===== config.mk =====
export PLATFORM = sky130hd
export DESIGN_NAME = intadc_ctrl
export DESIGN_NICKNAME = d
export VERILOG_FILES = /design/src/rtl/intadc_pkg.sv /design/src/rtl/intadc_seq.sv /design/src/rtl/intadc_dcnt.sv /design/src/rtl/intadc_sar.sv /design/src/rtl/intadc_ser.sv /design/src/rtl/intadc_ctrl.sv
export SDC_FILE = /design/constraint.sdc
export NUM_CORES = 1
export LEC_CHECK = 0
export BUFFER_PORTS_ARGS = -buffer_cell sky130_fd_sc_hd__buf_2
export CORE_MARGIN = 2
export CORE_UTILIZATION = 55
export DETAILED_ROUTE_END_ITERATION = 8
export GPL_ROUTABILITY_DRIVEN = 0
export PLACE_DENSITY_LB_ADDON = 0.1
export SYNTH_ARGS = -nofsm -noshare
export SYNTH_HDL_FRONTEND = slang
export SYNTH_SLANG_ARGS = --single-unit

===== constraint.sdc =====
create_clock -name clk -period 3.7 [get_ports clk]
set_input_delay 0.74 -clock clk [delete_from_list [all_inputs] [get_ports clk]]
set_output_delay 0.74 -clock clk [all_outputs]
set_load 0.005 [all_outputs]

===== src/rtl/intadc_pkg.sv =====
package intadc_pkg;
  typedef enum logic [2:0] {
    ST_IDLE = 3'd0,
    ST_RSTI = 3'd1,
    ST_INTG = 3'd2,
    ST_DSCH = 3'd3,
    ST_DONE = 3'd4
  } phase_e;
endpackage


===== src/rtl/intadc_seq.sv =====
module intadc_seq
  import intadc_pkg::*;
#(
  parameter int RST_CYC = 4,
  parameter int INT_CYC = 16,
  parameter int RES_W   = 10
) (
  input  logic clk,
  input  logic rst_n,
  input  logic sel_pulse,
  input  logic cal_req,
  input  logic comp_in,
  input  logic cnt_sat,
  input  logic cal_busy,
  input  logic cal_last,
  output logic start_conv,
  output logic cal_start,
  output logic step_done,
  output logic ser_load,
  output logic int_rst,
  output logic int_en,
  output logic dis_en,
  output logic ser_valid
);
  localparam int TMAX = (RST_CYC > INT_CYC) ? ((RST_CYC > RES_W) ? RST_CYC : RES_W)
                                            : ((INT_CYC > RES_W) ? INT_CYC : RES_W);
  localparam int TMR_W = $clog2(TMAX + 1);

  phase_e phase_q, phase_d;
  logic [TMR_W-1:0] tmr_q, tmr_d;
  logic dsch_exit;

  assign dsch_exit = (phase_q == ST_DSCH) && (!comp_in || cnt_sat);

  always_comb begin
    phase_d = phase_q;
    case (phase_q)
      ST_IDLE: if (cal_req || sel_pulse) phase_d = ST_RSTI;
      ST_RSTI: if (tmr_q == TMR_W'(RST_CYC - 1)) phase_d = ST_INTG;
      ST_INTG: if (tmr_q == TMR_W'(INT_CYC - 1)) phase_d = ST_DSCH;
      ST_DSCH: if (dsch_exit) phase_d = ST_DONE;
      ST_DONE: begin
        if (cal_busy) phase_d = cal_last ? ST_IDLE : ST_RSTI;
        else if (tmr_q == TMR_W'(RES_W - 1)) phase_d = ST_IDLE;
      end
      default: phase_d = ST_IDLE;
    endcase
  end

  always_comb begin
    tmr_d = tmr_q;
    if (phase_d != phase_q) tmr_d = '0;
    else if (phase_q == ST_RSTI || phase_q == ST_INTG || phase_q == ST_DONE)
      tmr_d = tmr_q + 1'b1;
  end

  always_ff @(posedge clk or negedge rst_n) begin
    if (!rst_n) begin
      phase_q <= ST_IDLE;
      tmr_q   <= '0;
    end else begin
      phase_q <= phase_d;
      tmr_q   <= tmr_d;
    end
  end

  assign start_conv = (phase_q != ST_RSTI) && (phase_d == ST_RSTI);
  assign cal_start  = (phase_q == ST_IDLE) && cal_req;
  assign step_done  = (phase_q == ST_DONE) && cal_busy;
  assign ser_load   = dsch_exit && !cal_busy;
  assign int_rst    = (phase_q == ST_RSTI);
  assign int_en     = (phase_q == ST_INTG);
  assign dis_en     = (phase_q == ST_DSCH);
  assign ser_valid  = (phase_q == ST_DONE) && !cal_busy;

  assert_phase_excl_R2: assert property (@(posedge clk) disable iff (!rst_n)
    $onehot0({int_rst, int_en, dis_en, ser_valid}));
  assert_dsch_order_R2: assert property (@(posedge clk) disable iff (!rst_n)
    $rose(dis_en) |-> $past(int_en));
  assert_intg_order_R2: assert property (@(posedge clk) disable iff (!rst_n)
    $rose(int_en) |-> $past(int_rst));
  assert_dsch_stop_R3: assert property (@(posedge clk) disable iff (!rst_n)
    (dis_en && !comp_in) |=> !dis_en);
endmodule


===== src/rtl/intadc_dcnt.sv =====
module intadc_dcnt #(
  parameter int RES_W = 10
) (
  input  logic             clk,
  input  logic             rst_n,
  input  logic             clr,
  input  logic             dsch,
  input  logic             comp_in,
  output logic [RES_W-1:0] cnt,
  output logic             sat,
  output logic             ovf
);
  logic [RES_W-1:0] cnt_d;
  logic ovf_d;

  assign sat = &cnt;

  always_comb begin
    cnt_d = cnt;
    ovf_d = ovf;
    if (clr) begin
      cnt_d = '0;
      ovf_d = 1'b0;
    end else if (dsch && comp_in) begin
      if (sat) ovf_d = 1'b1;
      else     cnt_d = cnt + 1'b1;
    end
  end

  always_ff @(posedge clk or negedge rst_n) begin
    if (!rst_n) begin
      cnt <= '0;
      ovf <= 1'b0;
    end else begin
      cnt <= cnt_d;
      ovf <= ovf_d;
    end
  end

  assert_sat_ovf_R4: assert property (@(posedge clk) disable iff (!rst_n)
    (dsch && comp_in && sat) |=> ovf);
  assert_cnt_hold_R3: assert property (@(posedge clk) disable iff (!rst_n)
    (!dsch && !clr) |=> $stable(cnt));
endmodule


===== src/rtl/intadc_sar.sv =====
module intadc_sar #(
  parameter int TRIM_W = 9,
  parameter int RES_W  = 10
) (
  input  logic              clk,
  input  logic              rst_n,
  input  logic              cal_start,
  input  logic              step_done,
  input  logic [RES_W-1:0]  result,
  output logic [TRIM_W-1:0] trim,
  output logic              cal_busy,
  output logic              cal_last
);
  localparam logic [RES_W-1:0]  MID      = {1'b1, {(RES_W-1){1'b0}}};
  localparam logic [TRIM_W-1:0] TRIM_TOP = {1'b1, {(TRIM_W-1){1'b0}}};

  logic [TRIM_W-1:0] mask_q, mask_d, trim_d, kept;
  logic busy_d;

  assign cal_last = mask_q[0];
  assign kept     = (result >= MID) ? trim : (trim & ~mask_q);

  always_comb begin
    trim_d = trim;
    mask_d = mask_q;
    busy_d = cal_busy;
    if (cal_start) begin
      trim_d = TRIM_TOP;
      mask_d = TRIM_TOP;
      busy_d = 1'b1;
    end else if (step_done) begin
      if (mask_q[0]) begin
        trim_d = kept;
        mask_d = '0;
        busy_d = 1'b0;
      end else begin
        trim_d = kept | (mask_q >> 1);
        mask_d = mask_q >> 1;
      end
    end
  end

  always_ff @(posedge clk or negedge rst_n) begin
    if (!rst_n) begin
      trim     <= TRIM_TOP;
      mask_q   <= '0;
      cal_busy <= 1'b0;
    end else begin
      trim     <= trim_d;
      mask_q   <= mask_d;
      cal_busy <= busy_d;
    end
  end

  assert_trim_hold_R9: assert property (@(posedge clk) disable iff (!rst_n)
    !cal_busy |=> (cal_busy || $stable(trim)));
  assert_one_trial_R8: assert property (@(posedge clk) disable iff (!rst_n)
    cal_busy |-> ($countones(mask_q) == 1));
endmodule


===== src/rtl/intadc_ser.sv =====
module intadc_ser #(
  parameter int RES_W = 10
) (
  input  logic             clk,
  input  logic             rst_n,
  input  logic             load,
  input  logic             shift,
  input  logic [RES_W-1:0] din,
  output logic             dout
);
  logic [RES_W-1:0] sh_q, sh_d;

  always_comb begin
    sh_d = sh_q;
    if (load)       sh_d = din;
    else if (shift) sh_d = {sh_q[RES_W-2:0], 1'b0};
  end

  always_ff @(posedge clk or negedge rst_n) begin
    if (!rst_n) sh_q <= '0;
    else        sh_q <= sh_d;
  end

  assign dout = shift & sh_q[RES_W-1];
endmodule


===== src/rtl/intadc_ctrl.sv =====
module intadc_ctrl #(
  parameter int RST_CYC = 4,
  parameter int INT_CYC = 16,
  parameter int RES_W   = 10,
  parameter int TRIM_W  = 9
) (
  input  logic              clk,
  input  logic              rst_n,
  input  logic              sel_pulse,
  input  logic              cal_req,
  input  logic              comp_in,
  output logic              int_rst,
  output logic              int_en,
  output logic              dis_en,
  output logic              ser_valid,
  output logic              ser_data,
  output logic              res_ovf,
  output logic              cal_busy,
  output logic [TRIM_W-1:0] trim_code
);
  logic start_conv, cal_start, step_done, ser_load, cnt_sat, cal_last;
  logic [RES_W-1:0] result;

  intadc_seq #(.RST_CYC(RST_CYC), .INT_CYC(INT_CYC), .RES_W(RES_W)) u_seq (
    .clk(clk), .rst_n(rst_n), .sel_pulse(sel_pulse), .cal_req(cal_req),
    .comp_in(comp_in), .cnt_sat(cnt_sat), .cal_busy(cal_busy), .cal_last(cal_last),
    .start_conv(start_conv), .cal_start(cal_start), .step_done(step_done),
    .ser_load(ser_load), .int_rst(int_rst), .int_en(int_en), .dis_en(dis_en),
    .ser_valid(ser_valid)
  );

  intadc_dcnt #(.RES_W(RES_W)) u_dcnt (
    .clk(clk), .rst_n(rst_n), .clr(start_conv), .dsch(dis_en), .comp_in(comp_in),
    .cnt(result), .sat(cnt_sat), .ovf(res_ovf)
  );

  intadc_sar #(.TRIM_W(TRIM_W), .RES_W(RES_W)) u_sar (
    .clk(clk), .rst_n(rst_n), .cal_start(cal_start), .step_done(step_done),
    .result(result), .trim(trim_code), .cal_busy(cal_busy), .cal_last(cal_last)
  );

  intadc_ser #(.RES_W(RES_W)) u_ser (
    .clk(clk), .rst_n(rst_n), .load(ser_load), .shift(ser_valid),
    .din(result), .dout(ser_data)
  );
endmodule


==> results.tsv, run 1 <==
stage	metric	value	unit
placement	portBuffers	20	
critical_path	cp_data_required_time	2.96	ns
critical_path	crit_chain	nor4b_2 -> buf_4 -> and2_1 -> buf_2	
detailed_routing	vias_per_cell	6.290	
sta	worst_slew_pin_slew	1.068	ns
critical_path	r2r_setup_slack	1.42	ns
hold_path	hold_path_class	flop to flop	
die	start_util	58.60	%
critical_path	worstReg2RegStart	u_dcnt.cnt[0]	
sta	slew_headroom	28.22	%
cts	cts_buffer_depth	2	
die	ios	21	
cts	clock_latency	0.31	ns
critical_path	cp-start-kind	flop	
final_layout	seqCellArea	0.001202	mm^2
grt	track_usage	22.15	%
cts	clk_transition_reported_paths	0.09	ns
final_layout	nets	249	
synthesis	synthCells	219	
final_layout	multiInputGateArea	0.001109	mm^2
sta	setup-tns-final	0	ns
final_layout	finalInstanceArea	0.002608	mm^2
detailed_routing	route.detailed.drc	0	
power	irDropWorstVdd	354.6	uV
critical_path	worstRegToRegCells	5	
detailed_routing	avgRoutedWirePerCell	16.75	um
placement	dp_cells	282	
sta	finalHoldViolCount	0	
critical_path	critPathKind	flop to primary output	
synthesis	ys_warn_count	0	
detailed_routing	drt_iter0_drc	129	
die	fp.dieW	69.99	um
synthesis	synth_seq_cells	48	
cts	numCtsBuffers	5	
synthesis	yosysUniqueCellTypes	55	
grt	grt_pass1_wl	8556	um
grt	grt_pass1_vias	1763	
critical_path	max_stage_delay	0.58	ns
sta	min_period_over_period	65.31	%
synthesis	synth_top_area_cell	dfrtp_1	
die	die_area	0.004898	mm^2
synthesis	synth_flop_cell	dfrtp_1	
synthesis	syn_area	0.002395	mm^2
synthesis	synthTopCellsByArea	dfrtp_1 (49%), a221o_1 (3.8%), and2_1 (3.4%), nand2_1 (3.0%), a22o_1 (2.9%)	
critical_path	critPathSlowestCell	dfrtp_1	
synthesis	netlist.area_leader.share	49.11	%
cts	cts_resized	0	
cts	h-tree-depth	2	
final_layout	final_common_cell	dfrtp_1	
cts	clkSinkCount	48	
sta	min_period	2.417	ns
detailed_routing	antenna_left	0	
cts	post-cts-setup-buffers	0	
cts	cts_root_buf	clkbuf_8	
power	powerDensity	518.3	mW/mm^2
critical_path	crit_path_end	ser_data	
critical_path	worst_r2r_endpoint	u_dcnt.cnt[5]	
detailed_routing	drt_wl_total	4857	um
final_layout	syn_to_final_growth	8.882	%
sta	rsz0062_at_grt	no	
detailed_routing	vias	1824	
final_layout	instances_no_fill	290	
synthesis	synth_edf_count	0	
die	core.rowCount	23	
detailed_routing	first_pass_iters	5	
final_layout	fillers	337	
power	p_leak	1.221	nW
sta	timing.fmax	413.8	MHz
critical_path	critPathCaptureType	primary output	
grt	grt_start_max_net_pins	49	
sta	drv_slew	0	
synthesis	synth.avg_cell_area	10.94	um^2
sta	finalSetupViolCount	0	
synthesis	synthArstFlopShare	100.0	%
sta	finClkSkew	0.009546	ns
cts	cts_tree	built	
grt	grt-ovfl-total	0	
critical_path	cp-startpoint	u_seq.phase_q[2]	
critical_path	worstPathArrival	1.68	ns
synthesis	seq_area_frac_synth	50.21	%
run	max_cap_violations	0	
synthesis	syn_nets	229	
placement	hpwl	3436	um
cts	cts_hold_buf	0	
final_layout	final_cell_mix	dfrtp_1 (47), buf_2 (20), nand2_1 (19), nor2_1 (14), and2_1 (13)	
placement	dpl_cell_area	0.002511	mm^2
final_layout	antenna_cells	0	
critical_path	critPathMaxFanout	14	
die	die_h	69.99	um
die	coreArea	0.004086	mm^2
grt	grt_antenna_before_repair	0	
final_layout	drive_above_1_share	16.67	%
outcome	status	finished, final reports clean	
[metrics by stage]
| step | power (mW) | utilization (%) | setup WS, ns | hold slack, ns |
|---|---|---|---|---|
| CTS | 1.367 | 63.81 | 1.273 | 0.5133 |
| finish | 1.352 | 63.81 | 1.284 | 0.5063 |
| floorplan | 0.9351 | - | 1.689 | 0.4444 |
| global placement | 1.018 | 61.45 | 1.587 | 0.4760 |
| detailed placement | 1.032 | 61.45 | 1.462 | 0.4893 |
| global route | 1.450 | 63.81 | 1.122 | 0.5220 |
[synthesized netlist by cell type (2+ instances only)]
cell type and count:
nor2_1 14, xor2_1 3, nand3_1 7, mux2i_1 2
buf_4 4, nand2_1 19, and2_1 13, and3_1 4
nor3b_1 2, xnor2_1 3, o211ai_1 2, a22o_1 8
o31a_1 2, o31ai_1 5, a32o_1 7, a31oi_1 2
a21o_1 2, dfrtp_1 47, nand2b_1 3, ha_1 5
a211oi_1 2, or3_1 2, inv_1 8, a21oi_1 4
a221o_1 9, o221ai_1 2, clkbuf_1 2, o21ai_0 9
[flip-flops by register name, indices dropped and copies added, names as in the netlist]
signal / flops
u_sar.cal_busy: 1
u_sar.mask_q: 9
u_seq.phase_q: 3
u_dcnt.cnt: 10
u_ser.sh_q: 10
u_seq.tmr_q: 5
u_sar.trim: 9
u_dcnt.ovf: 1
[logic make-up (layout without fill, tap and decap cells)]
logic type                 Yosys count  after routing  share of synthesized area, %
adders and majority gates            5              5                         2.612
buffers and inverters               16             37                         3.501
and+or+nand+nor                     78             78                         18.18
AOI/OAI and AO/OA                   64             64                         22.47
muxes                                2              2                        0.8360
DFF                                 48             48                         50.21
xor gates and xnor gates             6              6                         2.195
[worst max-delay path: cells and delay by family, from the launching register on]
kind | cells | cell delay, ns
flops | 1 | 0.58
simple gates | 2 | 0.46
buf+inv | 2 | 0.33
[metal layers]
| metal | routed length [um] | global-route usage [%] |
|---|---|---|
| met5 | 0 | 0 |
| met1 | 2193 | 29.76 |
| met3 | 233 | 5.483 |
| met2 | 2355 | 34.71 |
| met4 | 75 | 8.547 |
[power by group]
group	internal, mW	switching [mW]
clock	0.153	0.181
sequential	0.590	0.0868
combinational	0.144	0.197
total	0.887	0.464
[layout make-up]
class	count	share of cell area [%]
sequential	48	46.11
multi-input combinational	155	42.51
timing repair buffer	21	4.127
clock buffer	6	3.167
tap	50	2.399
inverter	8	1.152
clock inverter	2	0.5278
[how the worst min path moves through the flow]
stage | slack (ns) | cells after the start | to | start
detailed placement | 0.49 | 1 | u_ser.sh_q[2] | u_ser.sh_q[2]
CTS | 0.51 | 2 | u_dcnt.ovf | u_dcnt.ovf
global route | 0.52 | 2 | u_dcnt.ovf | u_dcnt.ovf
global placement | 0.48 | 2 | u_dcnt.ovf | u_dcnt.ovf
floorplan | 0.44 | 0 | u_dcnt.cnt[0] | rst_n
finish | 0.51 | 2 | u_dcnt.ovf | u_dcnt.ovf
(Power assumes the default switching activity.)
==> run 2, diff against run 1 <==
Settings changed: CORE_UTILIZATION 55 to 53.
Clock period 3.7 ns to 2.1 ns, I/O delays scaled along.
==> run 2 against run 1 <==
Effect of this change: sequential share of layout area down 1.6 points; final cell count up 4.8%; utilization down 1.8 points; critical endpoint is now u_dcnt.cnt[8]; sequential cell count unchanged; combinational power up 110%; sequential power up 70%; clock power up 68%; highest routed layer unchanged; clock skew down 0.0017 ns; worst setup slack worse by 1.2 ns.
==> results.tsv, run 2 (synthesized netlist as in run 1, its figures left out) <==
stage	metric	value	unit	change
outcome	status	finished, final reports clean		
die	start_util	55.00	%	-3.6 points
power	powerDensity	897.2	mW/mm^2	+73%
die	die_h	71.22	um	+1.8%
detailed_routing	vias	1877		+2.9%
cts	clk_transition_reported_paths	0.09	ns	about the same
critical_path	crit_chain	ha_1 -> and3_1 -> ha_1 -> nand2b_1 -> a32oi_2 -> nor2_2 -> a211oi_2		
cts	h-tree-depth	2		unchanged
die	coreArea	0.004354	mm^2	+6.6%
cts	cts_hold_buf	0		unchanged
final_layout	top_regs	u_dcnt.cnt: 10 flops, u_ser.sh_q: 10 flops		
detailed_routing	antenna_left	0		unchanged
grt	grt_pass1_vias	1864		+5.7%
detailed_routing	drt_wl_total	5282	um	+8.8%
cts	clkSinkCount	48		unchanged
placement	portBuffers	20		unchanged
sta	drv_slew	0		unchanged
die	die_area	0.005072	mm^2	+3.6%
final_layout	nets	261		+4.8%
final_layout	final_common_cell	dfrtp_1		
cts	cts_tree	built		
detailed_routing	drt_iter0_drc	124		-3.9%
final_layout	fillers	357		+5.9%
grt	grt_pass1_wl	8687	um	+1.5%
critical_path	max_stage_delay	0.43	ns	-0.15 ns
final_layout	multiInputGateArea	0.001117	mm^2	+0.79%
sta	min_period_over_period	94.96	%	
die	fp.dieW	71.22	um	+1.8%
detailed_routing	avgRoutedWirePerCell	17.38	um	+3.7%
cts	clock_latency	0.31	ns	about the same
power	p_leak	1.276	nW	+4.5%
grt	track_usage	22.04	%	-0.10 points
final_layout	drive_above_1_share	21.03	%	+4.4 points
run	max_cap_violations	0		unchanged
detailed_routing	route.detailed.drc	0		unchanged
detailed_routing	first_pass_iters	4		-1
sta	worst_slew_pin_slew	0.6117	ns	-0.4558 ns
final_layout	syn_to_final_growth	12.80	%	
critical_path	cp_data_required_time	2.32	ns	-0.64 ns
die	core.rowCount	24		+4.3%
sta	slew_headroom	59.22	%	+31 points
grt	grt_antenna_before_repair	0		unchanged
critical_path	cp-startpoint	u_seq.tmr_q[0]		
final_layout	final_cell_mix	dfrtp_1 (46), buf_2 (20), nand2_1 (19), nor2_1 (14)		
sta	min_period	1.994	ns	
sta	finalSetupViolCount	0		unchanged
die	ios	21		unchanged
final_layout	instances_no_fill	304		+4.8%
critical_path	worstPathArrival	2.22	ns	+0.54 ns
final_layout	seqCellArea	0.001204	mm^2	+0.10%
placement	dp_slack	0.1203	ns	-1.342 ns
critical_path	critPathSlowestCell	dfrtp_1		
cts	post-cts-setup-buffers	0		unchanged
placement	dp_cells	296		+5.0%
critical_path	path_delay_family	compound AO/OA/AOI/OAI gates		
critical_path	crit_path_frequent_cell	ha_1		
sta	finalHoldViolCount	0		unchanged
sta	rsz0062_at_grt	yes		
sta	timing.fmax	501.5	MHz	
cts	cts_buffer_depth	2		unchanged
power	irDropWorstVdd	668.6	uV	+89%
sta	worst_slack	0.1059	ns	-1.178 ns
sta	finClkSkew	0.007875	ns	-0.001671 ns
critical_path	critPathCaptureType	flop		
detailed_routing	vias_per_cell	6.174		-1.8%
critical_path	cp-start-kind	flop		
cts	cts_root_buf	clkbuf_8		
critical_path	crit_buf_inv	0		-2
final_layout	antenna_cells	0		unchanged
critical_path	critPathKind	flop to flop		
placement	hpwl	3660	um	+6.5%
grt	grt-ovfl-total	0		unchanged
critical_path	critPathMaxFanout	7		-7
critical_path	worstReg2RegStart	u_seq.tmr_q[0]		
grt	grt_start_max_net_pins	49		unchanged
hold_path	hold_path_class	primary input to asynchronous set/reset pin		
cts	numCtsBuffers	5		unchanged
-- run 2: worst paths after layout --
path | depth (start not counted) | slack (ns) | end
hold reg to reg | 1 | 0.52 | u_ser.sh_q[3]
hold / removal | 2 | 0.20 | u_dcnt.cnt[2]
max in group asynchronous | 2 | 1.47 | u_seq.phase_q[2]
min in group clk | 1 | 0.52 | u_ser.sh_q[3]
setup / recovery | 7 | 0.11 | u_dcnt.cnt[8]
setup reg to reg | 7 | 0.11 | u_dcnt.cnt[8]
-- run 2: where the power goes --
group	internal [mW]	switching, mW	total (mW)
sequential	1.04	0.114	1.15
clock	0.233	0.327	0.560
combinational	0.295	0.414	0.709
-- run 2: metal layers --
layer  share of wire, %  routed length, um  global-route usage [%]  up-vias
met5                  0                  0                       0        -
met4                1.4                 75                   9.434        0
met3                4.1                217                   6.470        8
met2                 49               2589                   34.98       33
met1                 45               2399                   28.29      959
li1                   -                  -                       -      877
-- run 2: what timing repair did --
item	CTS	global route
gates resized for setup	1	1
setup endpoints to repair	1	5
cloned	0	0
-- run 2: final cells by class --
class / count / area share [%]
clock buffer: 5 / 2.547
sequential: 48 / 44.56
clock inverter: 3 / 0.6948
timing repair buffer: 33 / 7.318
tap: 52 / 2.409
inverter: 8 / 1.112
multi-input combinational: 155 / 41.36
-- run 2: per-stage QoR --
| stage | TNS [ns] | util, % | instance area, um^2 | power (mW) | hold WS, ns |
|---|---|---|---|---|---|
| finish | 0 | 62.04 | 2701 | 2.424 | 0.2012 |
| global route | -0.03699 | 62.04 | 2701 | 2.568 | 0.2417 |
| CTS | 0 | 62.01 | 2700 | 2.438 | 0.2168 |
| detailed placement | 0 | 59.80 | 2604 | 1.873 | 0.4868 |
| global placement | 0 | 59.80 | 2604 | 1.828 | 0.4866 |
| floorplan | 0 | - | 2395 | 1.648 | 0.1244 |
-- run 2: worst register-to-register path: cells and delay by family (launching register included) --
family / cells / cell delay, ns
AOI/OAI and AO/OA: 2 / 0.56
adders and majority gates: 2 / 0.41
DFF: 1 / 0.43
and+or+nand+nor: 3 / 0.52
